$ cat src/rtl/rs_interleave_enc.sv
module rs_interleave_enc #(
  parameter int MAX_WAYS = 4
) (
  input  logic                          clk,
  input  logic                          rst_n,
  input  logic [2:0]                    cfg_chk_sel,
  input  logic [$clog2(MAX_WAYS)-1:0]   cfg_ways,
  input  logic                          in_valid,
  input  logic [7:0]                    in_data,
  input  logic                          in_last,
  output logic                          in_ready,
  output logic                          out_valid,
  output logic [7:0]                    out_data,
  output logic                          out_chk,
  output logic                          out_last
);
  localparam int WW    = $clog2(MAX_WAYS);
  localparam int NSTG  = 8;
  localparam int CW    = $clog2(MAX_WAYS * NSTG + 1);

  function automatic logic [7:0] gmul(input logic [7:0] a, input logic [7:0] b);
    logic [7:0] r, x;
    r = '0;
    x = a;
    for (int i = 0; i < 8; i++) begin
      if (b[i]) r = r ^ x;
      x = {x[6:0], 1'b0} ^ (x[7] ? 8'h1D : 8'h00);
    end
    return r;
  endfunction

  function automatic logic [63:0] gpoly(input int c);
    logic [8:0][7:0] g;
    logic [7:0] root;
    g = '0;
    g[0] = 8'h01;
    root = 8'h01;
    for (int i = 0; i < c; i++) begin
      for (int j = 8; j > 0; j--) g[j] = g[j-1] ^ gmul(root, g[j]);
      g[0] = gmul(root, g[0]);
      root = gmul(root, 8'h02);
    end
    return g[7:0];
  endfunction

  localparam logic [63:0] G2 = gpoly(2);
  localparam logic [63:0] G3 = gpoly(3);
  localparam logic [63:0] G4 = gpoly(4);
  localparam logic [63:0] G6 = gpoly(6);
  localparam logic [63:0] G8 = gpoly(8);

  logic          act, emit;
  logic [2:0]    sel_q;
  logic [WW-1:0] dep_q, way;
  logic [CW-1:0] left;
  logic [7:0]    p [MAX_WAYS][NSTG];

  logic [2:0]    sel_e, tix;
  logic [WW-1:0] dep_e, way_nx;
  logic [63:0]   coef;
  logic [7:0]    top, fb;

  wire take  = in_valid && in_ready;
  wire start = take && !act;

  assign in_ready = !emit;
  assign sel_e    = act ? sel_q : cfg_chk_sel;
  assign dep_e    = act ? dep_q : cfg_ways;
  assign way_nx   = (way == dep_e) ? '0 : way + 1'b1;

  always_comb begin
    case (sel_e)
      3'd0:    begin tix = 3'd1; coef = G2; end
      3'd1:    begin tix = 3'd2; coef = G3; end
      3'd2:    begin tix = 3'd3; coef = G4; end
      3'd3:    begin tix = 3'd5; coef = G6; end
      default: begin tix = 3'd7; coef = G8; end
    endcase
  end

  assign top = start ? 8'h00 : p[way][tix];
  assign fb  = in_data ^ top;

  always_ff @(posedge clk) begin
    if (!rst_n) begin
      act       <= 1'b0;
      emit      <= 1'b0;
      sel_q     <= '0;
      dep_q     <= '0;
      way       <= '0;
      left      <= '0;
      out_valid <= 1'b0;
      out_data  <= '0;
      out_chk   <= 1'b0;
      out_last  <= 1'b0;
      for (int w = 0; w < MAX_WAYS; w++)
        for (int j = 0; j < NSTG; j++) p[w][j] <= '0;
    end else begin
      out_valid <= take || emit;
      out_chk   <= emit;
      out_last  <= emit && (left == '0);
      out_data  <= emit ? top : in_data;
      if (start) begin
        act   <= 1'b1;
        sel_q <= cfg_chk_sel;
        dep_q <= cfg_ways;
      end
      if (take || emit) way <= way_nx;
      if (take && in_last) begin
        emit <= 1'b1;
        left <= CW'((32'(dep_e) + 1) * (32'(tix) + 1) - 1);
      end
      if (emit) begin
        if (left == '0) begin
          emit <= 1'b0;
          act  <= 1'b0;
        end else begin
          left <= left - 1'b1;
        end
      end
      for (int w = 0; w < MAX_WAYS; w++) begin
        for (int j = 0; j < NSTG; j++) begin
          if (w == int'(way) && take) begin
            if (j > int'(tix))
              p[w][j] <= '0;
            else
              p[w][j] <= ((j == 0 || start) ? 8'h00 : p[w][j-1]) ^ gmul(fb, coef[8*j +: 8]);
          end else if (w == int'(way) && emit) begin
            p[w][j] <= (j == 0 || j > int'(tix)) ? 8'h00 : p[w][j-1];
          end else if (start) begin
            p[w][j] <= '0;
          end
        end
      end
    end
  end

  assert_whole_rows_R5: assert property (@(posedge clk) disable iff (!rst_n)
    (take && in_last) |-> (way == dep_e));
  assert_cfg_hold_R6: assert property (@(posedge clk) disable iff (!rst_n)
    act |=> ($stable(sel_q) && $stable(dep_q)));
  assert_ready_drop_R7: assert property (@(posedge clk) disable iff (!rst_n)
    (take && in_last) |=> (!in_ready && out_valid && !out_chk));
  assert_burst_R7: assert property (@(posedge clk) disable iff (!rst_n)
    (out_chk && !out_last) |=> (out_valid && out_chk));
  assert_last_flag_R8: assert property (@(posedge clk) disable iff (!rst_n)
    out_last |-> (out_valid && out_chk));
  assert_last_end_R8: assert property (@(posedge clk) disable iff (!rst_n)
    out_last |=> (!out_chk && in_ready));
endmodule

$ cat config.mk
export PLATFORM = sky130hd
export DESIGN_NAME = rs_interleave_enc
export DESIGN_NICKNAME = d
export VERILOG_FILES = /design/src/rtl/rs_interleave_enc.sv
export SDC_FILE = /design/constraint.sdc
export NUM_CORES = 1
export LEC_CHECK = 0
export BUFFER_PORTS_ARGS = -buffer_cell sky130_fd_sc_hd__buf_2
export CAP_MARGIN = 20
export CELL_PAD_IN_SITES_DETAIL_PLACEMENT = 1
export CELL_PAD_IN_SITES_GLOBAL_PLACEMENT = 2
export CORE_AREA = 2 2 288 290
export CTS_CLUSTER_DIAMETER = 50
export CTS_CLUSTER_SIZE = 12
export DETAILED_ROUTE_END_ITERATION = 6
export DIE_AREA = 0 0 290 292
export HOLD_SLACK_MARGIN = 0.03
export PLACE_DENSITY_LB_ADDON = 0.1
export SETUP_SLACK_MARGIN = 0.1
export SYNTH_ARGS = -nofsm -noshare
export SYNTH_HDL_FRONTEND = slang
export SYNTH_SLANG_ARGS = --single-unit
$ cat constraint.sdc
create_clock -name clk -period 7.85 [get_ports clk]
set_input_delay 1.57 -clock clk [delete_from_list [all_inputs] [get_ports clk]]
set_output_delay 1.57 -clock clk [all_outputs]
set_load 0.02 [all_outputs]
# ---- After elaboration in Yosys (flattened, before gate mapping)
# Memory sizes are Yosys's and may differ from the RTL's. A register that Yosys moved wholly into a read port is not among the register bits.
# Cells that the tools add are included.
dict set report classes {
  n_addsub 5
  n_mul 1
  magnitude_cmp 8
  eq_ne 7
  muxes 1383
  n_bitwise 385
  reduce_logical 18
}
# operator n
set op_table {}
lappend op_table {{$mux 8} 1131}
lappend op_table {{$xor 8x8->8} 253}
lappend op_table {{$pmux 64 s4} 1}
lappend op_table {{$mux 1} 234}
lappend op_table {{$or 1x1->1} 124}
lappend op_table {{$xor 8x5->8} 7}
lappend op_table {{$mux 5} 7}
lappend op_table {{$bmux 8 s3} 1}
lappend op_table {{$mux 6} 3}
lappend op_table {{$gt 3x3->1 const A} 4}
lappend op_table {{$logic_and 1x1->1} 12}
lappend op_table {{$pmux 3 s4} 1}
lappend op_table {{$sub 6x1->6 const B} 2}
lappend op_table {{$mux 2} 4}
lappend op_table {{$eq 3x2->1 const B} 2}
lappend op_table {{$gt 2x3->1 const A} 2}
lappend op_table {{$logic_not 6->1} 1}
lappend op_table {{$mul 3x4->6} 1}
lappend op_table {{$add 3x1->4 const B} 1}
lappend op_table {{$eq 2x2->1 const A} 2}
lappend op_table {{$ge 4x4->1 const B} 1}
lappend op_table {{$not 3->4} 1}
lappend op_table {{$add 2x1->3 const B} 1}
lappend op_table {{$eq 3x1->1 const B} 1}
lappend op_table {{other kinds (9)} 10}
dict set report totals {
  reg_bits 26
  ramBits 256
  in_bits 17
  output_inout_bits 12
  wordCells 1818
  n_memories 1
}
# memory words word_bits rd rd_ports_with_merged_regs wr line_no
set memory_table {}
lappend memory_table {p 4 64 5 1 4 56} ;# logic [7:0] p [MAX_WAYS][NSTG];

# ---- Longest topological paths before layout
# Gate-level depths: netlist of the first run.
dict set report depth {
  ltp_word 52
  ltp_mapped 22
  ltp_nobuf 17
}

# ---- Worst setup path after synthesis of the first run
# No wires, ideal clock.
dict set report synth_path {
  path_kind {input port to flip-flop}
  startpoint {input in_valid}
  endpoint {memory p[0][0] in the netlist's numbering, enable pin}
  setup_time_ns 0.547
  arrival_ns 5.786
  t_required_ns 7.303
  path_slack_ns 1.517
  path_stages 3
  path_buffers 1
  cell_sequence {nor2_1 clkbuf_1 o21ai_0}
}
# item line_no
set synth_rtl {}
lappend synth_rtl {{from (decl)} 8} ;# input logic in_valid,
lappend synth_rtl {{to (decl)} 56}

==> results.toml, run 1 <==
[sta]
fin_crit_sh = 0.818
period_needed_ns = 6.42
drv_slew = 0
final_hold_viol_count = 0
fmax_mhz = 156
holdWs_ns = 0.464
rsz0062_at_grt = "no"
finalSetupViolCount = 0
clock_skew_ns = 0.0405
maxSlewHeadroom = 0.233
worst_slew_pin_slew_ns = 1.14
fin_setup_tns_ns = 0

[placement]
gp_congestion = 0.905
io_buffers = 28
dp_hpwl_mm = 74.9
dp_cells = 3198

[drt]
num_vias = 18300
routed_wl_mm = 102
drc_errors = 0
first_iter_violations = 1574
dr.pass1.iters = 7
wire_per_inst_um = 31.1
vias_per_cell = 5.56
final_antenna_net_count = 0

[global_route]
antenna_found_initial = 1
grt_pass1_wl_mm = 144
grt_overflow = 0
grt_pass1_vias = 18100
grt_max_degree = 89
grt_use_total = 0.236

[critical_path]
cp_slowest_stage_delay_ns = 0.94
crit_chain = "buf_4 -> mux4_2 -> a22o_1 -> o31ai_4 -> xor2_4 -> buf_4 -> xnor2_2 -> nor2_1 -> o21ai_0 -> xnor2_1 -> xnor2_1 -> o21ai_0 -> a22o_1"
reg2reg_to = "p[1][45]"
r2r_cells = 13
start_kind = "register"
slowest_stage = "dfxtp_2"
arrival_ns = 6.75
critPathMaxFanout = 33
required_ns = 8.18
endpoint = "p[1][45]"
worstSetupPathType = "register to register"
r2r_slack_ns = 1.43
cp-end-kind = "register"

[layout]
final_nets = 2215
syn_to_final_growth_pct = 16.2
postLayoutCoreUtil = 0.288
fin_cells = 3288
layout-drive-gt1-share = 0.139
nFillCells = 9244

[clock_tree]
cts_resized = 0
post_cts_buffers = 0
clockRootBuffer = "clkbuf_16"
cts_buffers = 46
clk_latency_ns = 0.61
cts.clk_slew.worst_paths_ns = 0.06
cts_tree = "yes"
cts_buffer_depth = 3
htreeDepth = 2
cts_sinks = 284
postCtsHoldBufs = 0

[synth]
yosys_warnings = 0
synth_area_sq_um = 20200
synthCells = 2155
ys_ff_latch = 284
synth_edf_count = 248
synth.avg_cell_area_sq_um = 9.37
synthesis.nets = 2192
async_flop_share = 0
yosysUniqueCellTypes = 80
synth_flop_cell = "edfxtp_1"
ys_seq_area_frac = 0.405

[floorplanning]
fp.dieH_um = 292
ios = 29
core_area_sq_um = 81600
start_util = 0.247
die_width_um = 290
dieArea_sq_um = 84700
std_cell_rows = 105

[hold_path]
min_path_type = "register to register"

[outcome]
status = "finished clean"

[run]
max_cap_viol_count = 0
## through the flow
step | worst slack, ns | instance area [sq um]
floorplan | 1.52 | 20200
global placement | 0.895 | 21800
detailed placement | 0.966 | 21900
CTS | 1.55 | 23400
global route | 1.19 | 23500
finish | 1.43 | 23500
## registers in the layout (all words and copies together) (netlist names), 2 cells and up, named ones only
register  cells
dep_q         2
left          6
out_data      8
p           256
sel_q         3
way           2
## layer usage
| layer | share of wire | wire (um) | vias to the layer above | GRT usage |
|---|---|---|---|---|
| met5 | 0 | 0 | - | 0 |
| met4 | 0.031 | 3160 | 0 | 0.0710 |
| met3 | 0.046 | 4660 | 133 | 0.0291 |
| met2 | 0.47 | 48100 | 495 | 0.398 |
| met1 | 0.45 | 46200 | 9510 | 0.317 |
| li1 | - | - | 8151 | - |
## worst max-delay path, delay by kind of cell, from the launching register on
kind	cells	cell delay (ns)
xor gates and xnor gates	4	1.60
AOI/OAI and AO/OA	5	1.44
DFF	1	0.94
buffers and inverters	2	0.84
muxes	1	0.63
and+or+nand+nor	1	0.58
## final cells by class
cell class,count,area (sq um),area share
diodes,2,5.00,0.000213
clock inverters,30,359,0.0153
multi-input cells,1669,11300,0.482
well taps,1070,1340,0.0571
flip-flops and latches,284,8170,0.348
clock buffers,56,1220,0.0520
repair buffers,123,866,0.0369
inverters,54,203,0.00864
## synthesized netlist by cell type, types with 4 or more instances
cell type	n	area share
nor3b_1	4	0.0015
a211o_1	17	0.0074
or3_1	4	0.0012
buf_1	8	0.0015
o21ai_0	253	0.063
edfxtp_1	248	0.37
buf_4	7	0.0026
a22oi_1	5	0.0019
inv_1	52	0.0097
nand2_1	256	0.048
nand2b_1	4	0.0012
o21ai_1	23	0.0057
a22o_1	104	0.045
a32o_1	71	0.035
a221o_1	6	0.0030
ha_1	17	0.011
a21oi_1	180	0.045
nor2_1	193	0.036
nor3_1	34	0.0084
nor4_1	4	0.0012
clkbuf_1	117	0.022
xor2_1	34	0.015
and2_1	17	0.0053
o22ai_1	39	0.012
xor2_2	8	0.0064
o31ai_1	4	0.0015
a31oi_1	24	0.0074
and3_1	14	0.0043
a211oi_1	15	0.0056
mux2_2	10	0.0056
dfxtp_1	36	0.036
nand3_1	38	0.0094
mux4_2	40	0.045
a21o_1	4	0.0015
buf_2	15	0.0037
xnor2_2	21	0.017
xnor2_1	135	0.059
o32ai_1	5	0.0022
mux2i_1	13	0.0064
o211ai_1	16	0.0060
a221oi_1	9	0.0039
## layout by cell type, fill, tap and decap left out, types with 7 or more instances in the layout
master and n:
a31oi_1 24, nor2_1 190, clkbuf_16 46, xor2_1 33, a22o_1 104, clkbuf_1 7
inv_1 52, nand3_1 38, and2_1 17, a211oi_1 15, ha_1 17, xor2_2 7
xnor2_2 22, a211o_1 17, mux2_2 11, mux2i_1 12, edfxtp_1 248, a32o_1 71
a221oi_1 9, xnor2_1 134, mux4_2 40, nand2_1 256, o21ai_0 251, buf_4 93
nor3_1 34, o211ai_1 16, buf_2 28, a21oi_1 179, and3_1 14, dfxtp_1 34
o22ai_1 39, o21ai_1 23
## worst min-delay path by stage
stage	cells after the start	end	start	slack (ns)
final	2	dep_q[0]	dep_q[0]	0.46
after global routing	2	dep_q[1]	dep_q[1]	0.49
after CTS	2	dep_q[1]	dep_q[1]	0.47
after detailed placement	2	dep_q[1]	dep_q[1]	0.46
after global placement	2	dep_q[0]	dep_q[0]	0.44
after floorplan	2	dep_q[1]	dep_q[1]	0.43
## logic make-up (layout without fill, tap and decap cells)
kind of cell               Yosys count  after routing  share of synthesized area
AOI/OAI and AO/OA                  802            802                      0.260
xor gates and xnor gates           204            204                      0.104
adders and majority gates           20             20                     0.0135
buffers and inverters              202            263                     0.0402
DFF                                284            284                      0.405
muxes                               64             64                     0.0572
other                                0              2                          0
and+or+nand+nor                    579            579                      0.120
Power of run 1 is not shown: default switching activity piles up to over one toggle a cycle in this logic, so the estimate is an artifact.
==> run 2: changes to the inputs <==
==> constraint.sdc (replaced) <==
create_clock -name clk -period 6.7 [get_ports clk]
set_input_delay 1.34 -clock clk [delete_from_list [all_inputs] [get_ports clk]]
set_output_delay 1.34 -clock clk [all_outputs]
set_load 0.02 [all_outputs]
==> run 2 against run 1 <==
Against the previous run: first-iteration DRC count down 8.4%; routed wire length up 3.3%; critical endpoint is now p[2][43]; setup slack worse by 0.87 ns; critical path depth up 1; clock-buffer cell count down 3.
==> results.toml, run 2 (synthesized netlist as in run 1, its figures left out) <==
[outcome]
status = "finished clean"

[floorplanning]
ios = 29
die_width_um = 290
std_cell_rows = 105
dieArea_sq_um = 84700
core_area_sq_um = 81600
fp.dieH_um = 292
start_util = 0.247

[critical_path]
worstSetupPathType = "input port to register"
slowest_stage = "xnor2_1"
start_kind = "input port"
arrival_ns = 6.43
critPathMaxFanout = 12
cp.buffers_inverters = 1
r2r_slack_ns = 0.66
crit_chain = "buf_2 -> or3_1 -> and4_1 -> a22o_1 -> o31ai_2 -> xor2_2 -> xnor2_1 -> xor2_1 -> a31o_2 -> o211ai_1 -> o311ai_1 -> xnor2_2 -> xor2_1 -> o21ai_0"
reg2reg_to = "p[2][43]"
cp-end-kind = "register"
r2r_cells = 13
cpMostUsedCell = "xor2_1"
cp_slowest_stage_delay_ns = 0.87
path_delay_family = "XOR/XNOR gates"
rr_startpoint = "act"
required_ns = 6.99

[sta]
worst_slack_ns = 0.559
holdWs_ns = 0.461
clock_skew_ns = 0.0434
fin_crit_sh = 0.917
rsz0062_at_grt = "no"
period_needed_ns = 6.14
finalSetupViolCount = 0
fmax_mhz = 163
fin_setup_tns_ns = 0
worst_slew_pin_slew_ns = 1.11
final_hold_viol_count = 0
drv_slew = 0
maxSlewHeadroom = 0.258

[global_route]
grt_overflow = 0
grt_use_total = 0.245
grt_pass1_vias = 18700
grt_max_degree = 91
antenna_found_initial = 2
grt_pass1_wl_mm = 149

[layout]
top_register = "p"
postLayoutCoreUtil = 0.294
largest_reg_flops = 256
layout-drive-gt1-share = 0.163
nFillCells = 9286
largestRegisters = "p x256, out_data x8, left x6"
final_cell_mix = "nand2_1 (256), o21ai_0 (250), edfxtp_1 (248)"
final_common_cell = "nand2_1"
syn_to_final_growth_pct = 19.0
final_nets = 2266

[power]
clkPwrFrac = 0.167
p_per_area_nw_per_um2 = 667
p_leak_nw = 8.63
power_frac_seq = 0.167
p_sw_frac = 0.540
irDropWorstVdd_mv = 0.263
pwr-share-comb = 0.666
p_int_w = 0.00738
switchingPower_w = 0.00865
finalPower_w = 0.0160

[placement]
gp_congestion = 0.954
place_ws_ns = -0.0208
io_buffers = 28
dp_hpwl_mm = 78.6

[drt]
num_vias = 18700
first_iter_violations = 1442
final_antenna_net_count = 0
drc_errors = 0
dr.pass1.iters = 5
routed_wl_mm = 106
vias_per_cell = 5.58
wire_per_inst_um = 31.6

[hold_path]
min_from = "dep_q[0]"
min_path_type = "register to register"
hold-path-endpoint = "dep_q[0]"
whs_path_depth = 2

[clock_tree]
cts_resized = 0
cts.clk_slew.worst_paths_ns = 0.06
post_cts_buffers = 0
cts_buffers = 50
cts_sinks = 284
htreeDepth = 2
cts_buffer_depth = 3
clk_latency_ns = 0.63
cts_tree = "yes"
clockRootBuffer = "clkbuf_16"
postCtsHoldBufs = 0

[run]
max_cap_viol_count = 0
-- run 2: cell types whose count changed in the layout (fill, tap and decap cells not counted), sizes merged --
cell      change
diode         +1
clkbuf        -4
clkinvlp      +3
inv           +5
buf          +48
clkinv        +2
-- run 2: worst register-to-register path, delay by kind of cell, from the launching register on --
family | cells | cell delay [ns]
xor gates and xnor gates | 5 | 2.45
AOI/OAI and AO/OA | 6 | 1.59
and+or+nand+nor | 2 | 0.92
DFF | 1 | 0.75
-- run 2: stage by stage --
step                cell area, sq um  instances
floorplan                      20200       2155
global placement               22200       3246
detailed placement             22300       3247
CTS                            24000       3340
global route                   24000       3340
finish                         24000       3343
-- run 2: final cells by class --
class,instances,area [sq um],share of cell area
multi-input combinational,1669,11300,0.470
sequential,284,8170,0.340
tap,1070,1340,0.0557
clock inverter,40,493,0.0205
antenna,3,7.51,0.000313
timing repair buffer,170,1240,0.0518
clock buffer,53,1260,0.0526
inverter,54,203,0.00844
-- run 2: power groups by stage --
stage / Clock, W / Combinational (W) / Sequential [W]
floorplan: 0 / 0.00613 / 0.00255
global placement: 0 / 0.0105 / 0.00271
detailed placement: 0 / 0.0106 / 0.00271
CTS: 0.00274 / 0.0106 / 0.00268
global route: 0.00281 / 0.0113 / 0.00271
finish: 0.00268 / 0.0107 / 0.00268
-- run 2: metal layers --
| metal | wire (um) | track usage | part of all wire | vias to the layer above |
|---|---|---|---|---|
| li1 | - | - | - | 8278 |
| met1 | 47300 | 0.331 | 0.45 | 9698 |
| met2 | 49500 | 0.408 | 0.47 | 555 |
| met3 | 5280 | 0.0285 | 0.050 | 133 |
| met4 | 3430 | 0.0793 | 0.032 | 0 |
| met5 | 0 | 0 | 0 | - |
-- run 2: worst max path at each step --
stage	from	to	depth (start not counted)
after floorplan	in_valid	p[0][0]	3
after global routing	cfg_chk_sel[2]	p[2][43]	14
after CTS	cfg_chk_sel[2]	p[2][43]	14
final	cfg_chk_sel[2]	p[2][43]	14
after global placement	cfg_chk_sel[2]	p[3][43]	14
after detailed placement	cfg_chk_sel[2]	p[2][43]	14
(Power assumes the default switching activity.)
==> run 3: changes to the inputs <==
--- a/config.mk
+++ b/config.mk
@@ -16,6 +16,7 @@
 export DIE_AREA = 0 0 290 292
 export HOLD_SLACK_MARGIN = 0.03
 export PLACE_DENSITY_LB_ADDON = 0.1
+export RECOVER_POWER = 25
 export SETUP_SLACK_MARGIN = 0.1
 export SYNTH_ARGS = -nofsm -noshare
 export SYNTH_HDL_FRONTEND = slang
==> run 3 against run 2 <==
Against the previous run: the flow now finishes with violations (max-capacitance violations, max-slew violations); clock-buffer cell count did not move; utilization down 0.088 points; final cell count unchanged; fmax shrank 0.29%; combinational power about the same; die area unchanged; cell area is 0.30% lower; power hardly changed; hold slack is essentially flat; register-to-register slack about the same; routed wire length hardly changed; critical path depth unchanged; largest power group unchanged.
==> results.toml, run 3 (synthesized netlist as in run 1, its figures left out) <==
[sta]
finalSetupViolCount = 0
final_hold_viol_count = 0
clock_skew_ns = 0.0431
rsz0062_at_grt = "no"
worst_slew_pin_slew_ns = 1.70
maxSlewHeadroom = -0.135
fin_setup_tns_ns = 0
worst_slack_ns = 0.541
period_needed_ns = 6.16
fmax_mhz = 162
drv_slew = 42
fin_crit_sh = 0.919

[drt]
num_vias = 18700
drc_errors = 0
met3_length_mm = 4.85
wire_per_inst_um = 31.6
wl_met2_mm = 49.6
routed_wl_mm = 106
routed.top_layer = "met4"
vias_per_cell = 5.59
dr.pass1.iters = 5
drt-met1-wl_mm = 47.8
final_antenna_net_count = 0
first_iter_violations = 1507

[critical_path]
critPathMaxFanout = 12
start_kind = "input port"
arrival_ns = 6.55
required_ns = 7.09
r2r_cells = 13
cp-end-kind = "register"
worstSetupPathType = "input port to register"

[clock_tree]
post_cts_buffers = 0
cts.clk_slew.worst_paths_ns = 0.06
cts_sinks = 284
cts_tree = "yes"
htreeDepth = 2
postCtsHoldBufs = 0
cts_resized = 0
cts_buffers = 50
cts_buffer_depth = 3
clk_latency_ns = 0.63
clockRootBuffer = "clkbuf_16"

[run]
max_cap_viol_count = 2

[global_route]
grt_max_degree = 91
grt_use_total = 0.245
grt_pass1_vias = 18700
antenna_found_initial = 2
grt_overflow = 0
grt_pass1_wl_mm = 149

[floorplanning]
core_area_sq_um = 81600
ios = 29
start_util = 0.247
die_width_um = 290
fp.dieH_um = 292
dieArea_sq_um = 84700
std_cell_rows = 105

[layout]
final_nets = 2266
final_cell_mix = "nand2_1 (256), o21ai_0 (251), edfxtp_1 (248)"
design_area_sq_um = 23900
syn_to_final_growth_pct = 18.6
final_common_cell = "nand2_1"
layout-drive-gt1-share = 0.151
fin_cells = 3343
largestRegisters = "p x256, out_data x8, left x6"
top_register = "p"
largest_reg_flops = 256
postLayoutCoreUtil = 0.294

[outcome]
violations = "max-capacitance violations, max-slew violations"
status = "complete, but fails checks"

[power]
p_per_area_nw_per_um2 = 670
irDropWorstVdd_mv = 0.263
p_leak_nw = 8.54

[hold_path]
whs_path_depth = 2
min_path_type = "register to register"

[placement]
dp_cells = 3247
gp_congestion = 0.954
place_ws_ns = -0.0208
io_buffers = 28
dp_hpwl_mm = 78.6
postPlaceCellArea_sq_um = 22300
run 3: final cells by class:
type	count	area [sq um]
tap	1070	1340
inverter	54	203
clock buffer	53	1260
antenna	3	7.51
clock inverter	40	493
multi-input combinational	1669	11300
timing repair buffer	170	1170
sequential	284	8170
fill	9292	57600
run 3: metrics by stage:
| step | total power [W] | hold WS (ns) |
|---|---|---|
| final | 0.0160 | 0.462 |
| after global routing | 0.0168 | 0.491 |
| after CTS | 0.0161 | 0.463 |
| after detailed placement | 0.0133 | 0.452 |
| after global placement | 0.0132 | 0.441 |
| after floorplan | 0.00868 | 0.433 |
run 3: where the power goes:
part	internal [W]	total (W)	switching, W
clock	0.00161	0.00268	0.00107
combinational	0.00339	0.0107	0.00728
sequential	0.00236	0.00268	0.000319
total	0.00737	0.0160	0.00867
run 3: final timing paths:
check | from | endpoint | slack [ns]
setup / recovery | cfg_chk_sel[2] | p[2][43] | 0.54
hold / removal | dep_q[0] | dep_q[0] | 0.46
hold reg to reg | dep_q[0] | dep_q[0] | 0.46
setup reg to reg | act | p[2][43] | 0.66
run 3: layer usage:
layer / vias up / track usage
li1: 8277 / -
met1: 9743 / 0.331
met2: 526 / 0.408
met3: 132 / 0.0285
met4: 0 / 0.0793
met5: - / 0
run 3: worst max-delay path: stages:
cell      delay [ns]
buf_2           0.14
or3_1           0.50
and4_1          0.42
a22o_1          0.32
o31ai_2         0.42
xor2_2          0.29
xnor2_1         0.88
xor2_1          0.46
a31o_2          0.38
o211ai_1        0.16
o311ai_1        0.16
xnor2_2         0.60
xor2_1          0.14
o21ai_0         0.31
